===== src/rtl/rxrf_pkg.sv =====
// Package: shared types and helpers for the runt-filtering receive FIFO.
// Assumes: nothing beyond standard SystemVerilog.
package rxrf_pkg;

    // Write-side frame state.
    typedef enum logic [1:0] {
        ST_IDLE = 2'd0,   // between frames
        ST_FILL = 2'd1,   // frame below the minimum length, uncommitted
        ST_PASS = 2'd2,   // frame past the minimum length, bytes committed as written
        ST_DROP = 2'd3    // overflow seen, discarding until frame end
    } rxrf_state_e;

    // Watermark byte level for a 2-bit select; code 3 behaves like code 2.
    function automatic int unsigned wm_bytes(input logic [1:0] sel, input int unsigned min_len);
        case (sel)
            2'd0:    return min_len / 4;
            2'd1:    return min_len / 2;
            default: return min_len;
        endcase
    endfunction

endpackage


===== src/rtl/rxrf_store.sv =====
// Module: rxrf_store
// Byte storage for the FIFO: one synchronous write port, one asynchronous
// read port. Assumes DEPTH is a power of two; the array has no reset
// because the pointers alone decide which entries are valid.
module rxrf_store #(
    parameter int DEPTH = 128,
    parameter int DW    = 8,
    localparam int AW   = $clog2(DEPTH)
) (
    input  logic          clk,
    input  logic          we,
    input  logic [AW-1:0] waddr,
    input  logic [DW-1:0] wdata,
    input  logic [AW-1:0] raddr,
    output logic [DW-1:0] rdata
);

    logic [DW-1:0] mem_q [DEPTH];

    // Store one incoming byte.
    always_ff @(posedge clk) begin
        if (we) begin
            mem_q[waddr] <= wdata;
        end
    end

    // Present the byte at the read position.
    assign rdata = mem_q[raddr];

endmodule


===== src/rtl/rxrf_frame_ctrl.sv =====
// Module: rxrf_frame_ctrl
// Write-side frame tracker. Keeps the speculative write pointer, the frame
// start pointer and the commit boundary. Commits a frame's bytes once it
// reaches MIN_LEN, rewinds short or collided frames, handles overflow and
// counts discards. Assumes MIN_LEN >= 2 and MIN_LEN <= DEPTH.
module rxrf_frame_ctrl
    import rxrf_pkg::*;
#(
    parameter int DEPTH   = 128,
    parameter int MIN_LEN = 64,
    parameter int CW      = 8,
    localparam int AW     = $clog2(DEPTH),
    localparam int PW     = AW + 1,
    localparam int LW     = $clog2(MIN_LEN + 1)
) (
    input  logic          clk,
    input  logic          rst_n,
    input  logic          wr_valid,
    input  logic          wr_last,
    input  logic          wr_abort,
    input  logic [PW-1:0] rd_ptr,
    output logic          mem_we,
    output logic [AW-1:0] mem_waddr,
    output logic [PW-1:0] cmt_ptr,
    output logic          streaming,
    output logic          ovfl,
    output logic [CW-1:0] runt_cnt,
    output logic [CW-1:0] coll_cnt,
    output logic [CW-1:0] miss_cnt
);

    localparam logic [PW-1:0] FULL_LVL = PW'(DEPTH);
    localparam logic [LW-1:0] LAST_UNC = LW'(MIN_LEN - 1);

    rxrf_state_e   state_q;
    logic [PW-1:0] wr_ptr_q;
    logic [PW-1:0] start_q;
    logic [PW-1:0] cmt_q;
    logic [LW-1:0] flen_q;
    logic          ovfl_q;
    logic [CW-1:0] runt_q, coll_q, miss_q;
    logic [PW-1:0] fill;
    logic          full;
    logic          byte_in;

    // Occupancy including uncommitted bytes.
    assign fill    = wr_ptr_q - rd_ptr;
    assign full    = (fill == FULL_LVL);
    assign byte_in = wr_valid && !wr_abort;

    // Memory write strobe: any byte that has room while a frame is being stored.
    assign mem_we    = byte_in && !full && (state_q != ST_DROP);
    assign mem_waddr = wr_ptr_q[AW-1:0];

    // Frame state, pointers, flag and counters.
    always_ff @(posedge clk) begin
        if (!rst_n) begin
            state_q  <= ST_IDLE;
            wr_ptr_q <= '0;
            start_q  <= '0;
            cmt_q    <= '0;
            flen_q   <= '0;
            ovfl_q   <= 1'b0;
            runt_q   <= '0;
            coll_q   <= '0;
            miss_q   <= '0;
        end else begin
            if (state_q == ST_IDLE) begin
                start_q <= wr_ptr_q;
            end
            if (wr_abort) begin
                if (state_q == ST_FILL) begin
                    wr_ptr_q <= start_q;
                    coll_q   <= coll_q + CW'(1);
                end
                state_q <= ST_IDLE;
            end else if (wr_valid) begin
                case (state_q)
                    ST_IDLE: begin
                        ovfl_q <= full;
                        if (full) begin
                            miss_q <= miss_q + CW'(1);
                            if (!wr_last) state_q <= ST_DROP;
                        end else if (wr_last) begin
                            runt_q <= runt_q + CW'(1);
                        end else begin
                            wr_ptr_q <= wr_ptr_q + PW'(1);
                            flen_q   <= LW'(1);
                            state_q  <= ST_FILL;
                        end
                    end
                    ST_FILL: begin
                        if (full) begin
                            ovfl_q   <= 1'b1;
                            wr_ptr_q <= start_q;
                            state_q  <= wr_last ? ST_IDLE : ST_DROP;
                        end else if (flen_q == LAST_UNC) begin
                            wr_ptr_q <= wr_ptr_q + PW'(1);
                            cmt_q    <= wr_ptr_q + PW'(1);
                            state_q  <= wr_last ? ST_IDLE : ST_PASS;
                        end else if (wr_last) begin
                            wr_ptr_q <= start_q;
                            runt_q   <= runt_q + CW'(1);
                            state_q  <= ST_IDLE;
                        end else begin
                            wr_ptr_q <= wr_ptr_q + PW'(1);
                            flen_q   <= flen_q + LW'(1);
                        end
                    end
                    ST_PASS: begin
                        if (full) begin
                            ovfl_q  <= 1'b1;
                            state_q <= wr_last ? ST_IDLE : ST_DROP;
                        end else begin
                            wr_ptr_q <= wr_ptr_q + PW'(1);
                            cmt_q    <= wr_ptr_q + PW'(1);
                            if (wr_last) state_q <= ST_IDLE;
                        end
                    end
                    default: begin
                        if (wr_last) state_q <= ST_IDLE;
                    end
                endcase
            end
        end
    end

    assign cmt_ptr   = cmt_q;
    assign streaming = (state_q == ST_PASS);
    assign ovfl      = ovfl_q;
    assign runt_cnt  = runt_q;
    assign coll_cnt  = coll_q;
    assign miss_cnt  = miss_q;


    no_overflow_chk: assert property (@(posedge clk) disable iff (!rst_n)
        fill <= FULL_LVL);


    fill_bound_chk: assert property (@(posedge clk) disable iff (!rst_n)
        (state_q == ST_FILL) |-> ((wr_ptr_q - start_q) < PW'(MIN_LEN)));


    runt_rewind_chk: assert property (@(posedge clk) disable iff (!rst_n)
        (state_q == ST_FILL && byte_in && wr_last && !full && flen_q != LAST_UNC)
        |=> (wr_ptr_q == $past(start_q)));


    runt_step_chk: assert property (@(posedge clk) disable iff (!rst_n)
        (runt_q != $past(runt_q)) |-> (runt_q == $past(runt_q) + CW'(1)));


    coll_step_chk: assert property (@(posedge clk) disable iff (!rst_n)
        (coll_q != $past(coll_q)) |-> (coll_q == $past(coll_q) + CW'(1)));


    commit_order_chk: assert property (@(posedge clk) disable iff (!rst_n)
        (cmt_q - rd_ptr) <= fill);

endmodule


===== src/rtl/rxrf_read_side.sv =====
// Module: rxrf_read_side
// Host-side read pointer and transfer-request generation. The request
// rises on the watermark while a frame streams, on any committed data once
// no frame streams, and then holds until committed data runs out.
// Assumes cmt_ptr never moves backward.
module rxrf_read_side
    import rxrf_pkg::*;
#(
    parameter int DEPTH   = 128,
    parameter int MIN_LEN = 64,
    localparam int AW     = $clog2(DEPTH),
    localparam int PW     = AW + 1
) (
    input  logic          clk,
    input  logic          rst_n,
    input  logic [1:0]    wm_sel,
    input  logic          rd_en,
    input  logic [PW-1:0] cmt_ptr,
    input  logic          streaming,
    output logic [PW-1:0] rd_ptr,
    output logic          rd_req
);

    logic [PW-1:0] rd_ptr_q;
    logic [PW-1:0] unread;
    logic [PW-1:0] wm_level;
    logic          hold_q;
    logic          have;

    // Committed bytes not yet read and the selected watermark.
    assign unread   = cmt_ptr - rd_ptr_q;
    assign have     = (unread != '0);
    assign wm_level = PW'(wm_bytes(wm_sel, MIN_LEN));

    // Request: hold, watermark reached, or no frame still streaming.
    assign rd_req = have && (hold_q || (unread >= wm_level) || !streaming);

    // Advance the read position and remember the request.
    always_ff @(posedge clk) begin
        if (!rst_n) begin
            rd_ptr_q <= '0;
            hold_q   <= 1'b0;
        end else begin
            if (rd_en && have) rd_ptr_q <= rd_ptr_q + PW'(1);
            hold_q <= rd_req;
        end
    end

    assign rd_ptr = rd_ptr_q;


    req_hold_chk: assert property (@(posedge clk) disable iff (!rst_n)
        (rd_req && !rd_en) |=> rd_req);


    idle_read_chk: assert property (@(posedge clk) disable iff (!rst_n)
        (rd_en && !have) |=> $stable(rd_ptr_q));

endmodule


===== src/rtl/rx_runt_fifo.sv =====
// Module: rx_runt_fifo (top)
// Receive FIFO that hides frames from the host until they pass the minimum
// length, erasing runts and early-collision fragments. Assumes DEPTH is a
// power of two and MIN_LEN <= DEPTH.
module rx_runt_fifo #(
    parameter int DEPTH   = 128,
    parameter int MIN_LEN = 64,
    parameter int DW      = 8,
    parameter int CW      = 8
) (
    input  logic          clk,
    input  logic          rst_n,
    input  logic [1:0]    wm_sel,
    input  logic          wr_valid,
    input  logic [DW-1:0] wr_data,
    input  logic          wr_last,
    input  logic          wr_abort,
    input  logic          rd_en,
    output logic [DW-1:0] rd_data,
    output logic          rd_req,
    output logic          overflow,
    output logic [CW-1:0] runt_count,
    output logic [CW-1:0] coll_count,
    output logic [CW-1:0] miss_count
);

    localparam int AW = $clog2(DEPTH);
    localparam int PW = AW + 1;

    logic          mem_we;
    logic [AW-1:0] mem_waddr;
    logic [PW-1:0] cmt_ptr;
    logic [PW-1:0] rd_ptr;
    logic          streaming;

    rxrf_frame_ctrl #(.DEPTH(DEPTH), .MIN_LEN(MIN_LEN), .CW(CW)) u_ctrl (
        .clk       (clk),
        .rst_n     (rst_n),
        .wr_valid  (wr_valid),
        .wr_last   (wr_last),
        .wr_abort  (wr_abort),
        .rd_ptr    (rd_ptr),
        .mem_we    (mem_we),
        .mem_waddr (mem_waddr),
        .cmt_ptr   (cmt_ptr),
        .streaming (streaming),
        .ovfl      (overflow),
        .runt_cnt  (runt_count),
        .coll_cnt  (coll_count),
        .miss_cnt  (miss_count)
    );

    rxrf_store #(.DEPTH(DEPTH), .DW(DW)) u_store (
        .clk   (clk),
        .we    (mem_we),
        .waddr (mem_waddr),
        .wdata (wr_data),
        .raddr (rd_ptr[AW-1:0]),
        .rdata (rd_data)
    );

    rxrf_read_side #(.DEPTH(DEPTH), .MIN_LEN(MIN_LEN)) u_rd (
        .clk       (clk),
        .rst_n     (rst_n),
        .wm_sel    (wm_sel),
        .rd_en     (rd_en),
        .cmt_ptr   (cmt_ptr),
        .streaming (streaming),
        .rd_ptr    (rd_ptr),
        .rd_req    (rd_req)
    );

endmodule


===== config.mk =====
export PLATFORM = sky130hd
export DESIGN_NAME = rx_runt_fifo
export DESIGN_NICKNAME = d
export VERILOG_FILES = /design/src/rtl/rxrf_pkg.sv /design/src/rtl/rxrf_store.sv /design/src/rtl/rxrf_frame_ctrl.sv /design/src/rtl/rxrf_read_side.sv /design/src/rtl/rx_runt_fifo.sv
export SDC_FILE = /design/constraint.sdc
export NUM_CORES = 1
export LEC_CHECK = 0
export BUFFER_PORTS_ARGS = -buffer_cell sky130_fd_sc_hd__buf_2
export CORE_MARGIN = 4
export CORE_UTILIZATION = 65
export CTS_BUF_LIST = sky130_fd_sc_hd__clkbuf_8
export CTS_CLUSTER_DIAMETER = 80
export DETAILED_ROUTE_END_ITERATION = 10
export GPL_TIMING_DRIVEN = 0
export PLACE_DENSITY = 0.93
export SLEW_MARGIN = 10
export SYNTH_ARGS = -nofsm -noshare
export SYNTH_HDL_FRONTEND = slang
export SYNTH_SLANG_ARGS = --single-unit
export TNS_END_PERCENT = 100

===== constraint.sdc =====
create_clock -name clk -period 3.7 [get_ports clk]
set_input_delay 0.37 -clock clk [delete_from_list [all_inputs] [get_ports clk]]
set_output_delay 0.37 -clock clk [all_outputs]
set_load 0.005 [all_outputs]

==> results.yml, run 1 <==
synthesis:
  yosysWarnings: 0
  yosysSeqAreaShare_pct: 74.1
  synth_cell_type_count: 62
  synthCells: 2097
  synthesis.area_um2: 43500
  async_reset_ff_share_pct: 0
  syn_nets: 2140
  avgSynthCellArea_um2: 20.8
  synth-seq-cells: 1098
  synth_ff_type: "edfxtp_1"
  synth_edf_count: 1024
cts:
  cts_buffer_depth: 3
  root_buffer: "clkbuf_8"
  cts_buffers: 160
  cts_num_sinks: 1098
  cts_max_level: 4
placed_design:
  gp_congestion: 0.906
  io_buffers: 48
  pre_cts_ws_ns: -1.27
  dpl.hpwl_um: 84200
floorplanning:
  initial_core_util_pct: 65.8
  io_pins: 50
  die-height_um: 267
  dieWidth_um: 267
  rows: 94
global_route:
  overflow: 95
  antenna_found_initial: 75
  grt_use_total_pct: 64.0
  grt_max_degree: 93
run_status:
  outcome: "aborted with a tool error"
  error: "[ERROR GRT-0232] Routing congestion too high. Check the congestion heatmap in the GUI."
  lastStage: "5_1_grt"
timing:
  worstEpCategory: "output port"
  postGrtWorstEndpoint: "rd_data[2]"
metrics by stage:
step | area [um2] | instances
after detailed placement | 45100 | 3017
after global placement | 44800 | 3009
after CTS | 49500 | 3325
after floorplan | 43500 | 2097
Yosys cell counts, types with 13 or more instances:
library cell / instances / area share (%)
a21oi_1: 27 / 0.31
buf_1: 23 / 0.20
buf_2: 29 / 0.33
clkbuf_1: 52 / 0.45
dfxtp_1: 74 / 3.4
edfxtp_1: 1024 / 71
ha_1: 27 / 0.78
inv_1: 22 / 0.19
mux2i_1: 14 / 0.32
mux4_2: 336 / 17
nand2_1: 45 / 0.39
nand3_1: 26 / 0.30
nor2_1: 197 / 1.7
nor3_1: 13 / 0.15
o21ai_0: 13 / 0.15
xnor2_1: 22 / 0.44
xor2_1: 15 / 0.30
cell families after synthesis:
logic type                 count (synthesis)  share of synthesized area (%)
DFF                                     1098                           74.1
and+or+nand+nor                          349                           3.62
buffers and inverters                    132                           1.29
muxes                                    361                           18.0
AOI/OAI and AO/OA                         93                           1.52
xor gates and xnor gates                  37                          0.745
adders and majority gates                 27                          0.776
timing repair:
item / 4_1_cts
endpoints found under the setup margin: 1033
hold endpoints to repair: 31
hold buffers: 4
setup buffers: 19
pin swaps: 14
gates resized for setup: 410
metal layers:
| layer | GRT usage [%] | overflow |
|---|---|---|
| met5 | 32.4 | 0 |
| met2 | 79.4 | 47 |
| met4 | 56.1 | 38 |
| met1 | 64.3 | 4 |
| met3 | 52.4 | 6 |
==> run 2, diff against run 1 <==
- CORE_UTILIZATION: 65 -> 40
- CTS_BUF_LIST: sky130_fd_sc_hd__clkbuf_8 -> not set
- CTS_CLUSTER_DIAMETER: 80 -> not set
- PLACE_DENSITY: 0.93 -> not set
- PLACE_DENSITY_LB_ADDON: not set -> 0.15
==> run 2 against run 1 <==
The flow now finishes, with violations (negative setup slack). Synthesized cell count stayed put. Area after synthesis did not move.
==> results.yml, run 2 <==
worst_setup_path:
  end_kind: "output port"
  regToRegStartpoint: "u_rd.rd_ptr[1]$_SDFFE_PN0N_"
  ff2ff_path_depth: 14
  critPathKind: "register to output port"
  r2r_end: "u_store.mem_q[28][3]$_DFFE_PP_"
  cp_max_fo: 10
  r2r_slack_ns: 0.15
  start_kind: "register"
  crit_path_end: "rd_data[5]"
  cp.arrival_ns: 3.74
  cp.required_ns: 3.33
finish:
  final_common_cell: "edfxtp_1"
  final_cells: 3779
  drive_gt1_share_pct: 34.5
  synthToLayoutAreaGrowth_pct: 17.4
  fin_area_um2: 51100
  largest_register: "u_store.mem_q"
  layout.nets: 2331
  layout_common_cells: "edfxtp_1 (1,024), mux4_2 (336), clkbuf_16 (115), nor2_4 (93), nor2_1 (69)"
  largest_reg_flops: 1024
floorplanning:
  dieArea_um2: 114000
  io_pins: 50
  die-height_um: 338
  coreArea_um2: 108000
  initial_core_util_pct: 40.5
  rows: 120
  dieWidth_um: 338
synthesis:
  avgSynthCellArea_um2: 20.8
  synth_cell_type_count: 62
  yosysWarnings: 0
  synthTopCellsByArea: "edfxtp_1 (71%), mux4_2 (17%), dfxtp_1 (3.4%)"
  synth_most_common_cell: "edfxtp_1"
  synth_edf_count: 1024
  async_reset_ff_share_pct: 0
  synthesis.area_um2: 43500
  synth-seq-cells: 1098
  synthCells: 2097
  ys_top_cells_by_count: "edfxtp_1 (1,024), mux4_2 (336), nor2_1 (197), dfxtp_1 (74), clkbuf_1 (52)"
  yosysSeqAreaShare_pct: 74.1
  yosysTopAreaCell: "edfxtp_1"
  syn_nets: 2140
  synth_ff_type: "edfxtp_1"
  synth_top_area_share_pct: 70.6
detailed_routing:
  wl_um: 111000
  via_count: 21471
  routed.top_layer: "met4"
  drtPass1Iterations: 5
  wl_met3_um: 8830
  wl_met1_um: 46300
  first_iter_violations: 1912
  wl_met2_um: 52700
  wl_per_cell_um: 29.5
  drc_errors: 0
  viasPerCell: 5.68
  antenna_left: 0
power:
  leakage_nw: 15.4
  internal_power_mw: 22.8
  clkPwrFrac_pct: 36.3
  p_sw_mw: 7.74
  power_frac_comb_pct: 19.0
  ir_worst_vdd_mv: 0.425
  swShare_pct: 25.4
  power_density_nw_per_um2: 598
  seq_power_share_pct: 44.7
global_route:
  grt_pass1_wl_um: 160000
  antenna_found_initial: 3
  grt_use_total_pct: 19.8
  grt_pass1_vias: 22074
  overflow: 0
  grt_max_degree: 109
timing:
  finalClockSkew_ns: 0.0140
  finalMaxSlewViolations: 0
  finalHoldViolCount: 0
  worst_slew_pin_slew_ns: 1.04
  rsz0062_at_grt: "yes"
  fin_crit_sh_pct: 111
  fmax_ghz: 0.243
  setup_viol: 8
  relSlewSlack_pct: 30.6
  finalCriticalPeriod_ns: 4.11
  timing.final.ws_setup_ns: -0.409
placed_design:
  pre_cts_ws_ns: -1.39
  dpl.hpwl_um: 73600
  gp_congestion: 0.830
  dpl.cell_count: 3556
  placed_area_um2: 45800
  io_buffers: 48
cts:
  cts_buffer_depth: 3
  cts_buffers: 111
  cts_hold_buffers: 0
  root_buffer: "clkbuf_16"
  cts_max_level: 3
  clk_pin_slew_worst_paths_ns: 0.06
  cts_num_sinks: 1098
  clk_latency_ns: 0.70
  cts_tree: "built"
min_path:
  worstHoldPathCells: 1
  hold_class: "input port to register"
run_status:
  violations: "negative setup slack"
  outcome: "finished, violations left"
flow_run:
  max_cap_viol_count: 0
[run 2: cell families after synthesis]
| group | after synthesis | synth area share, % |
|---|---|---|
| xor+xnor | 37 | 0.745 |
| fa+ha+maj | 27 | 0.776 |
| simple gates | 349 | 3.62 |
| mux | 361 | 18.0 |
| buf+inv | 132 | 1.29 |
| compound gates | 93 | 1.52 |
| flops | 1098 | 74.1 |
[run 2: power by group through the flow]
stage,Combinational [mW],Sequential (mW),Clock [mW]
after global placement,5.32,13.9,0
final,5.81,13.6,11.1
after floorplan,3.35,13.9,0
after global routing,6.13,13.6,11.8
after CTS,5.73,13.6,11.3
after detailed placement,5.39,13.9,0
[run 2: timing repair]
action,4_1_cts,5_1_grt
resized for setup,328,144
cloned,0,0
setup buffers,11,15
endpoints found under the setup margin,1033,1036
pin swaps,6,9
[run 2: worst min path at each step]
| stage | start | to | slack (ns) |
|---|---|---|---|
| floorplan | u_ctrl.flen_q[6]$_SDFFE_PN0P_ | u_ctrl.flen_q[6]$_SDFFE_PN0P_ | 0.41 |
| global placement | u_ctrl.flen_q[6]$_SDFFE_PN0P_ | u_ctrl.flen_q[6]$_SDFFE_PN0P_ | 0.44 |
| detailed placement | u_ctrl.flen_q[6]$_SDFFE_PN0P_ | u_ctrl.flen_q[6]$_SDFFE_PN0P_ | 0.43 |
| CTS | wr_data[4] | u_store.mem_q[22][4]$_DFFE_PP_ | 0.004 |
| global route | wr_data[4] | u_store.mem_q[23][4]$_DFFE_PP_ | 0.03 |
| finish | wr_data[4] | u_store.mem_q[22][4]$_DFFE_PP_ | 0.07 |
[run 2: metal layers]
layer  global-route usage [%]  up-vias
met5                        0        -
met3                     5.52      151
met4                     6.71        0
li1                         -     9063
met2                     31.0      757
met1                     27.0    11500
[run 2: through the flow]
step	TNS, ns	total power, mW	hold slack, ns	util [%]
6_report	-2.97	30.5	0.0669	47.5
5_1_grt	-3.78	31.6	0.0349	47.5
4_1_cts	-114.64	30.7	0.00440	46.9
3_5_place_dp	-935.96	19.3	0.428	42.6
3_3_place_gp	-929.48	19.2	0.436	42.3
2_1_floorplan	0	17.2	0.413	-
[run 2: layout make-up]
class,instances,area [um2]
inverter,23,88.8
timing repair buffer,82,749
clock inverter,62,626
sequential,1098,32200
antenna,2,5.00
clock buffer,137,2950
fill,8821,56400
tap,1403,1760
buffer,105,1040
multi-input combinational,867,11600
[run 2: worst max-delay path: stages, from the launching register on]
cell and delay, ns:
dfxtp_4 0.41, buf_12 0.20, buf_6 0.22, mux4_2 0.58, mux4_2 0.52, mux4_2 0.58
mux2_2 0.36, buf_2 0.15
(Power assumes the default switching activity.)
